`config.mk`:
```
export PLATFORM = sky130hd
export DESIGN_NAME = capture_trigger_seq
export DESIGN_NICKNAME = d
export VERILOG_FILES = /design/src/rtl/trgseq_pkg.sv /design/src/rtl/trgseq_sync.sv /design/src/rtl/trgseq_cfg_bank.sv /design/src/rtl/trgseq_match.sv /design/src/rtl/trgseq_fsm.sv /design/src/rtl/capture_trigger_seq.sv
export SDC_FILE = /design/constraint.sdc
export NUM_CORES = 1
export LEC_CHECK = 0
export CAP_MARGIN = 20
export CORE_ASPECT_RATIO = 1.5
export CORE_MARGIN = 2
export CORE_UTILIZATION = 25
export DETAILED_ROUTE_END_ITERATION = 12
export DONT_BUFFER_PORTS = 1
export HOLD_SLACK_MARGIN = 0.12
export SYNTH_ARGS = -nofsm -noshare
export SYNTH_HDL_FRONTEND = slang
export SYNTH_SLANG_ARGS = --single-unit
```
`constraint.sdc`:
```
create_clock -name clk -period 8.85 [get_ports clk]
set_input_delay 0.885 -clock clk [delete_from_list [all_inputs] [get_ports clk]]
set_output_delay 0.885 -clock clk [all_outputs]
set_load 0.05 [all_outputs]
```
`src/rtl/trgseq_pkg.sv`:
```
package trgseq_pkg;

   // Stage kind codes (bit values are visible at the configuration port)
   typedef enum logic [1:0] {
      K_PATTERN = 2'd0,
      K_EDGES   = 2'd1,
      K_DELAY   = 2'd2,
      K_TIMEOUT = 2'd3
   } stage_kind_e;

endpackage

```
`src/rtl/trgseq_sync.sv`:
```
module trgseq_sync #(
   parameter int W     = 8,
   parameter int DEPTH = 2
) (
   input  logic         clk,
   input  logic         rst_n,
   input  logic [W-1:0] d,
   output logic [W-1:0] q
);
   logic [W-1:0] chain [DEPTH];

   for (genvar g = 0; g < DEPTH; g++) begin : g_flop
      if (g == 0) begin : g_first
         always_ff @(posedge clk) begin
            if (!rst_n) chain[g] <= '0;
            else        chain[g] <= d;
         end
      end else begin : g_next
         always_ff @(posedge clk) begin
            if (!rst_n) chain[g] <= '0;
            else        chain[g] <= chain[g-1];
         end
      end
   end

   assign q = chain[DEPTH-1];
endmodule

```
`src/rtl/trgseq_cfg_bank.sv`:
```
module trgseq_cfg_bank
   import trgseq_pkg::*;
#(
   parameter int CH_W   = 8,
   parameter int STAGES = 4,
   parameter int CNT_W  = 16,
   localparam int IDX_W = $clog2(STAGES),
   localparam int SEL_W = $clog2(CH_W)
) (
   input  logic              clk,
   input  logic              rst_n,
   input  logic              we,
   input  logic [IDX_W-1:0]  idx,
   input  logic [1:0]        kind_in,
   input  logic [CNT_W-1:0]  count_in,
   input  logic [CH_W-1:0]   value_in,
   input  logic [CH_W-1:0]   mask_in,
   input  logic [SEL_W-1:0]  sel_in,
   output stage_kind_e       kind  [STAGES],
   output logic [CNT_W-1:0]  count [STAGES],
   output logic [CH_W-1:0]   value [STAGES],
   output logic [CH_W-1:0]   mask  [STAGES],
   output logic [SEL_W-1:0]  sel   [STAGES]
);
   for (genvar g = 0; g < STAGES; g++) begin : g_entry
      always_ff @(posedge clk) begin
         if (!rst_n) begin
            kind[g]  <= K_PATTERN;
            count[g] <= '0;
            value[g] <= '0;
            mask[g]  <= '0;
            sel[g]   <= '0;
         end else if (we && (idx == IDX_W'(g))) begin
            kind[g]  <= stage_kind_e'(kind_in);
            count[g] <= count_in;
            value[g] <= value_in;
            mask[g]  <= mask_in;
            sel[g]   <= sel_in;
         end
      end
   end
endmodule

```
`src/rtl/trgseq_match.sv`:
```
module trgseq_match #(
   parameter int CH_W   = 8,
   parameter int STAGES = 4
) (
   input  logic              clk,
   input  logic              rst_n,
   input  logic [CH_W-1:0]   sy,
   input  logic [CH_W-1:0]   value [STAGES],
   input  logic [CH_W-1:0]   mask  [STAGES],
   output logic [STAGES-1:0] match_q,
   output logic [CH_W-1:0]   rise_q
);
   logic [CH_W-1:0] sy_d;

   always_ff @(posedge clk) begin
      if (!rst_n) begin
         sy_d   <= '0;
         rise_q <= '0;
      end else begin
         sy_d   <= sy;
         rise_q <= sy & ~sy_d;
      end
   end

   for (genvar g = 0; g < STAGES; g++) begin : g_cmp
      always_ff @(posedge clk) begin
         if (!rst_n) match_q[g] <= 1'b0;
         else        match_q[g] <= (((sy ^ value[g]) & mask[g]) == '0);
      end
   end
endmodule

```
`src/rtl/trgseq_fsm.sv`:
```
module trgseq_fsm
   import trgseq_pkg::*;
#(
   parameter int CH_W   = 8,
   parameter int STAGES = 4,
   parameter int CNT_W  = 16,
   localparam int IDX_W = $clog2(STAGES),
   localparam int SEL_W = $clog2(CH_W)
) (
   input  logic              clk,
   input  logic              rst_n,
   input  logic              arm,
   input  logic              clear,
   input  logic [IDX_W-1:0]  last,
   input  stage_kind_e       kind  [STAGES],
   input  logic [CNT_W-1:0]  count [STAGES],
   input  logic [SEL_W-1:0]  sel   [STAGES],
   input  logic [STAGES-1:0] match_q,
   input  logic [CH_W-1:0]   rise_q,
   output logic              trig_out,
   output logic              armed,
   output logic              triggered,
   output logic [IDX_W-1:0]  stage
);
   logic [CNT_W-1:0] cnt;
   logic [CNT_W:0]   cnt_nxt, need;
   logic             adv, restart, bump;

   always_comb begin
      cnt_nxt = {1'b0, cnt} + 1'b1;
      need    = (count[stage] == '0) ? (CNT_W+1)'(1) : {1'b0, count[stage]};
      adv     = 1'b0;
      restart = 1'b0;
      bump    = 1'b0;
      unique case (kind[stage])
         K_PATTERN: adv = match_q[stage];
         K_EDGES: begin
            if (rise_q[sel[stage]]) begin
               if (cnt_nxt >= need) adv  = 1'b1;
               else                 bump = 1'b1;
            end
         end
         K_DELAY: begin
            if (cnt_nxt >= need) adv  = 1'b1;
            else                 bump = 1'b1;
         end
         K_TIMEOUT: begin
            if (match_q[stage])       adv     = 1'b1;
            else if (cnt_nxt >= need) restart = 1'b1;
            else                      bump    = 1'b1;
         end
      endcase
   end

   always_ff @(posedge clk) begin
      if (!rst_n) begin
         trig_out  <= 1'b0;
         armed     <= 1'b0;
         triggered <= 1'b0;
         stage     <= '0;
         cnt       <= '0;
      end else begin
         trig_out <= 1'b0;
         if (clear) begin
            armed <= 1'b0;
            stage <= '0;
            cnt   <= '0;
         end else if (arm) begin
            armed     <= 1'b1;
            triggered <= 1'b0;
            stage     <= '0;
            cnt       <= '0;
         end else if (armed) begin
            if (adv) begin
               cnt <= '0;
               if (stage == last) begin
                  trig_out  <= 1'b1;
                  triggered <= 1'b1;
                  armed     <= 1'b0;
                  stage     <= '0;
               end else begin
                  stage <= stage + 1'b1;
               end
            end else if (restart) begin
               stage <= '0;
               cnt   <= '0;
            end else if (bump) begin
               cnt <= cnt_nxt[CNT_W-1:0];
            end
         end
      end
   end
endmodule

```
`src/rtl/capture_trigger_seq.sv`:
```
module capture_trigger_seq
   import trgseq_pkg::*;
#(
   parameter int CH_W       = 8,
   parameter int STAGES     = 4,
   parameter int CNT_W      = 16,
   parameter int SYNC_DEPTH = 2
) (
   input  logic                      clk,
   input  logic                      rst_n,
   input  logic [CH_W-1:0]           samp_in,
   input  logic                      cfg_we,
   input  logic [$clog2(STAGES)-1:0] cfg_idx,
   input  logic [1:0]                cfg_kind,
   input  logic [CNT_W-1:0]          cfg_count,
   input  logic [CH_W-1:0]           cfg_value,
   input  logic [CH_W-1:0]           cfg_mask,
   input  logic [$clog2(CH_W)-1:0]   cfg_edge_ch,
   input  logic [$clog2(STAGES)-1:0] chain_last,
   input  logic                      arm,
   input  logic                      clear,
   output logic                      trig_out,
   output logic                      armed,
   output logic                      triggered,
   output logic [$clog2(STAGES)-1:0] cur_stage
);
   localparam int SEL_W = $clog2(CH_W);

   if (SYNC_DEPTH < 2 || SYNC_DEPTH > 3) begin : g_bad_sync
      $error("SYNC_DEPTH must be 2 or 3");
   end
   if (STAGES < 2) begin : g_bad_stages
      $error("STAGES must be at least 2");
   end
   if (CH_W < 2) begin : g_bad_width
      $error("CH_W must be at least 2");
   end
   if (CNT_W < 1) begin : g_bad_cnt
      $error("CNT_W must be at least 1");
   end

   logic [CH_W-1:0]   sy;
   stage_kind_e       kind  [STAGES];
   logic [CNT_W-1:0]  count [STAGES];
   logic [CH_W-1:0]   value [STAGES];
   logic [CH_W-1:0]   mask  [STAGES];
   logic [SEL_W-1:0]  sel   [STAGES];
   logic [STAGES-1:0] match_q;
   logic [CH_W-1:0]   rise_q;

   trgseq_sync #(.W(CH_W), .DEPTH(SYNC_DEPTH)) sync_i (
      .clk(clk), .rst_n(rst_n), .d(samp_in), .q(sy)
   );

   trgseq_cfg_bank #(.CH_W(CH_W), .STAGES(STAGES), .CNT_W(CNT_W)) cfg_i (
      .clk(clk), .rst_n(rst_n), .we(cfg_we), .idx(cfg_idx),
      .kind_in(cfg_kind), .count_in(cfg_count), .value_in(cfg_value),
      .mask_in(cfg_mask), .sel_in(cfg_edge_ch),
      .kind(kind), .count(count), .value(value), .mask(mask), .sel(sel)
   );

   trgseq_match #(.CH_W(CH_W), .STAGES(STAGES)) match_i (
      .clk(clk), .rst_n(rst_n), .sy(sy), .value(value), .mask(mask),
      .match_q(match_q), .rise_q(rise_q)
   );

   trgseq_fsm #(.CH_W(CH_W), .STAGES(STAGES), .CNT_W(CNT_W)) fsm_i (
      .clk(clk), .rst_n(rst_n), .arm(arm), .clear(clear), .last(chain_last),
      .kind(kind), .count(count), .sel(sel), .match_q(match_q), .rise_q(rise_q),
      .trig_out(trig_out), .armed(armed), .triggered(triggered), .stage(cur_stage)
   );
endmodule

```
==> run metrics <==
net switching power=480 uW; Pint=1600 uW; clk buf depth=3; first-pass GRT wire length=36,700 um; FP Rows=85; status=completed; RePlAce Congestion=0.778; Vias=6,782; flops & latches, synth=205; Setup-failing EPs final=0; RSZ-0062 raised after global routing=false; Detailed Routing Iterations Pass 1=5; Worst Path Required=9320 ps; clock slew at reported path FFs=60 ps; max-cap violation count=0; slowest CP cell=or4_4; Finished Core Util=28.8%; Highest Clock Rate=238 MHz; Final Skew=16.2 ps; leakage=0.00377 uW; type of origin of the critical path=flop; DR iter-0 viols=404; Pwr Density=201 mW/mm^2; CTS Sinks=205; # IOs=59; port bufs=0; Post-DRT Antenna Nets=0; CTS tree=built; die height=238 um; vias in the first global route=6,642; Synth cell types=53; Placed Area=0.00951 mm^2; Min-Delay Path Class=reg2reg; CTS Hold Bufs=0; antenna diode count=0; Max Slew Vio Count=0; CTS Buf Count=25; die width=160 um; critical path class=reg2reg; Critical Path End Type=flop; cell count after synthesis=1,026; Skew-Pair Late Insertion Delay=530 ps; largest net degree at the start of global routing=179; min Tclk post-route=4210 ps; Syn Nets=1,101; initial antenna violation count=1; layout cell share with drive strength beyond 1=8.57%; peak supply drop=151 uV; Core ar.=0.0359 mm^2; switch share=23.1%; Overflow after GRT=0; largest fanout on the critical path=24; EDFF count, synth=0; Area growth syn-to-layout=13.8%; Wirelength per Cell=15.4 um; Post-CTS Setup Inserts=0; H-Tree Depth=1; root buf cell=clkbuf_16; Initial Utilization=25.3%; fin crit share=47.5%; worst relative slew slack=29.1%; Post-CTS Resized=0; DR vias/cell=4.54; post-route design area=0.0104 mm^2; setup_tns=0 ps; Clk network pwr share=48.1%; post-synthesis sequential area ratio=45.1%; Final Power=2080 uW; die area=0.0380 mm^2; Post-Syn Area=0.00910 mm^2; hpwl dp=15,400 um; Synth Warn #=0; Slowest Stage Delay on Critical Path=580 ps; Mapped Avg Cell Area=8.87 um^2; Most used DFF post-synth=dfxtp_1; Comb power frac=5.2%; Arr. time, crit path=4670 ps; DRC=0; nets=1,071; crit-path cells=buf_4, mux4_2, inv_1, nand4_1, nor4_1, a31o_2, ha_1, nor3_1, a2111o_1, a211o_1, or4_4, inv_2, a221o_1; GRT Util Overall=12.1%; Async S/R FF share, synth=0%; sequential power share=46.7%; Worst-Margin Slew=1060 ps; Final Hold Vio Count=0; final WL=23,000 um
==> worst paths after layout <==
path                         from           endpoint  slack, ps  cells past startpoint
setup / recovery   fsm_i.stage[1]       fsm_i.cnt[6]       4640                     13
hold / removal    match_i.sy_d[5]  match_i.rise_q[5]        380                      1
setup reg to reg   fsm_i.stage[1]       fsm_i.cnt[6]       4640                     13
hold reg to reg   match_i.sy_d[5]  match_i.rise_q[5]        380                      1
==> critical path: cells and delay by family (launching register included) <==
kind,cells,cell delay [ps]
mux,1,570
compound gates,4,1110
flops,1,510
simple gates,4,1040
buf+inv,3,740
fa+ha+maj,1,140
==> Yosys cell counts (3+ instances only) <==
cell | n | area [um^2]
nand2_1 | 323 | 1210
dfxtp_1 | 205 | 4100
a21boi_0 | 150 | 1130
clkbuf_1 | 58 | 218
xor2_1 | 38 | 333
and2_1 | 25 | 156
inv_1 | 24 | 90.1
mux4_2 | 22 | 495
ha_1 | 21 | 263
nor2b_1 | 15 | 93.8
a22o_1 | 11 | 96.3
nor2_1 | 11 | 41.3
o21ai_0 | 9 | 45.0
and3_1 | 8 | 50.1
nand3_1 | 8 | 40.0
nand2b_1 | 7 | 43.8
nand4_1 | 7 | 43.8
xnor2_1 | 7 | 61.3
a21oi_1 | 6 | 30.0
mux2i_1 | 5 | 50.1
nor3_1 | 5 | 25.0
a211oi_1 | 4 | 30.0
a21o_1 | 4 | 30.0
a221oi_1 | 4 | 35.0
a222oi_1 | 4 | 40.0
a22oi_1 | 4 | 30.0
nor4_1 | 4 | 25.0
buf_2 | 3 | 15.0
o21a_1 | 3 | 22.5
or2_2 | 3 | 18.8
==> state kept, by name (all words and copies together), names as in the netlist, 8 cells and up <==
register        flops
cfg_i.count        64
cfg_i.kind          8
cfg_i.mask         32
cfg_i.sel          12
cfg_i.value        32
fsm_i.cnt          16
match_i.rise_q      8
match_i.sy_d        8
sync_i.chain       16
==> final cells by class <==
| type | count | area, um^2 |
|---|---|---|
| Timing Repair Buffer | 8 | 80.1 |
| Fill cell | 3868 | 25600 |
| Clock inverter | 12 | 110 |
| Inverter | 25 | 93.8 |
| Tap cell | 478 | 598 |
| Multi-Input combinational cell | 731 | 4660 |
| Clock buffer | 34 | 709 |
| Sequential cell | 205 | 4110 |
==> logic make-up after synthesis <==
logic type | after synthesis | share of synthesized area [%]
AO/OA/AOI/OAI | 214 | 17.8
XOR/XNOR | 45 | 4.33
adder cells (fa/ha/maj) | 21 | 2.89
buffers and inverters | 90 | 3.92
flip-flops | 205 | 45.1
multiplexers | 27 | 5.99
AND/OR/NAND/NOR | 424 | 20.0
==> power by group through the flow <==
stage	clock network (uW)	registers, uW	logic (uW)
finish	1000	971	107
global route	1070	974	121
CTS	1030	971	108
detailed placement	0	991	107
global placement	0	991	104
floorplan	0	983	93.9
==> metal layers <==
layer / global-route usage [%] / up-vias / share of wire (%)
li1: - / 3390 / -
met5: 0 / - / 0
met4: 3.71 / 0 / 2.5
met2: 21.6 / 156 / 50
met3: 2.93 / 37 / 6.0
met1: 14.2 / 3199 / 42
==> layout by cell type, fill, tap and decap left out, drive strengths merged, types with 4 or more instances in the layout <==
| cell | synthesis | layout |
|---|---|---|
| and2 | 26 | 26 |
| a21o | 4 | 4 |
| a221oi | 4 | 4 |
| xor2 | 38 | 38 |
| a22oi | 6 | 6 |
| a211oi | 4 | 4 |
| a21boi | 151 | 151 |
| ha | 21 | 21 |
| nor2 | 11 | 11 |
| nor3 | 5 | 5 |
| mux2i | 5 | 5 |
| o21ai | 9 | 9 |
| inv | 25 | 28 |
| a222oi | 4 | 4 |
| nor2b | 15 | 15 |
| nand4 | 7 | 7 |
| nand2b | 7 | 7 |
| clkbuf | 58 | 34 |
| a21oi | 6 | 6 |
| dfxtp | 205 | 205 |
| nand3 | 8 | 8 |
| nor4 | 4 | 4 |
| nand2 | 323 | 323 |
| a22o | 11 | 11 |
| xnor2 | 7 | 7 |
| mux4 | 22 | 22 |
| buf | 7 | 8 |
| clkinv | 0 | 8 |
| and3 | 8 | 8 |
==> through the flow <==
step | cells | hold slack, ps | worst slack (ps)
CTS | 1491 | 383 | 4210
detailed placement | 1445 | 373 | 4240
global route | 1493 | 395 | 4330
finish | 1493 | 382 | 4640
floorplan | 1026 | 367 | 4520
global placement | 1445 | 372 | 4370
No activity file was read; power rests on OpenSTA's default activity.
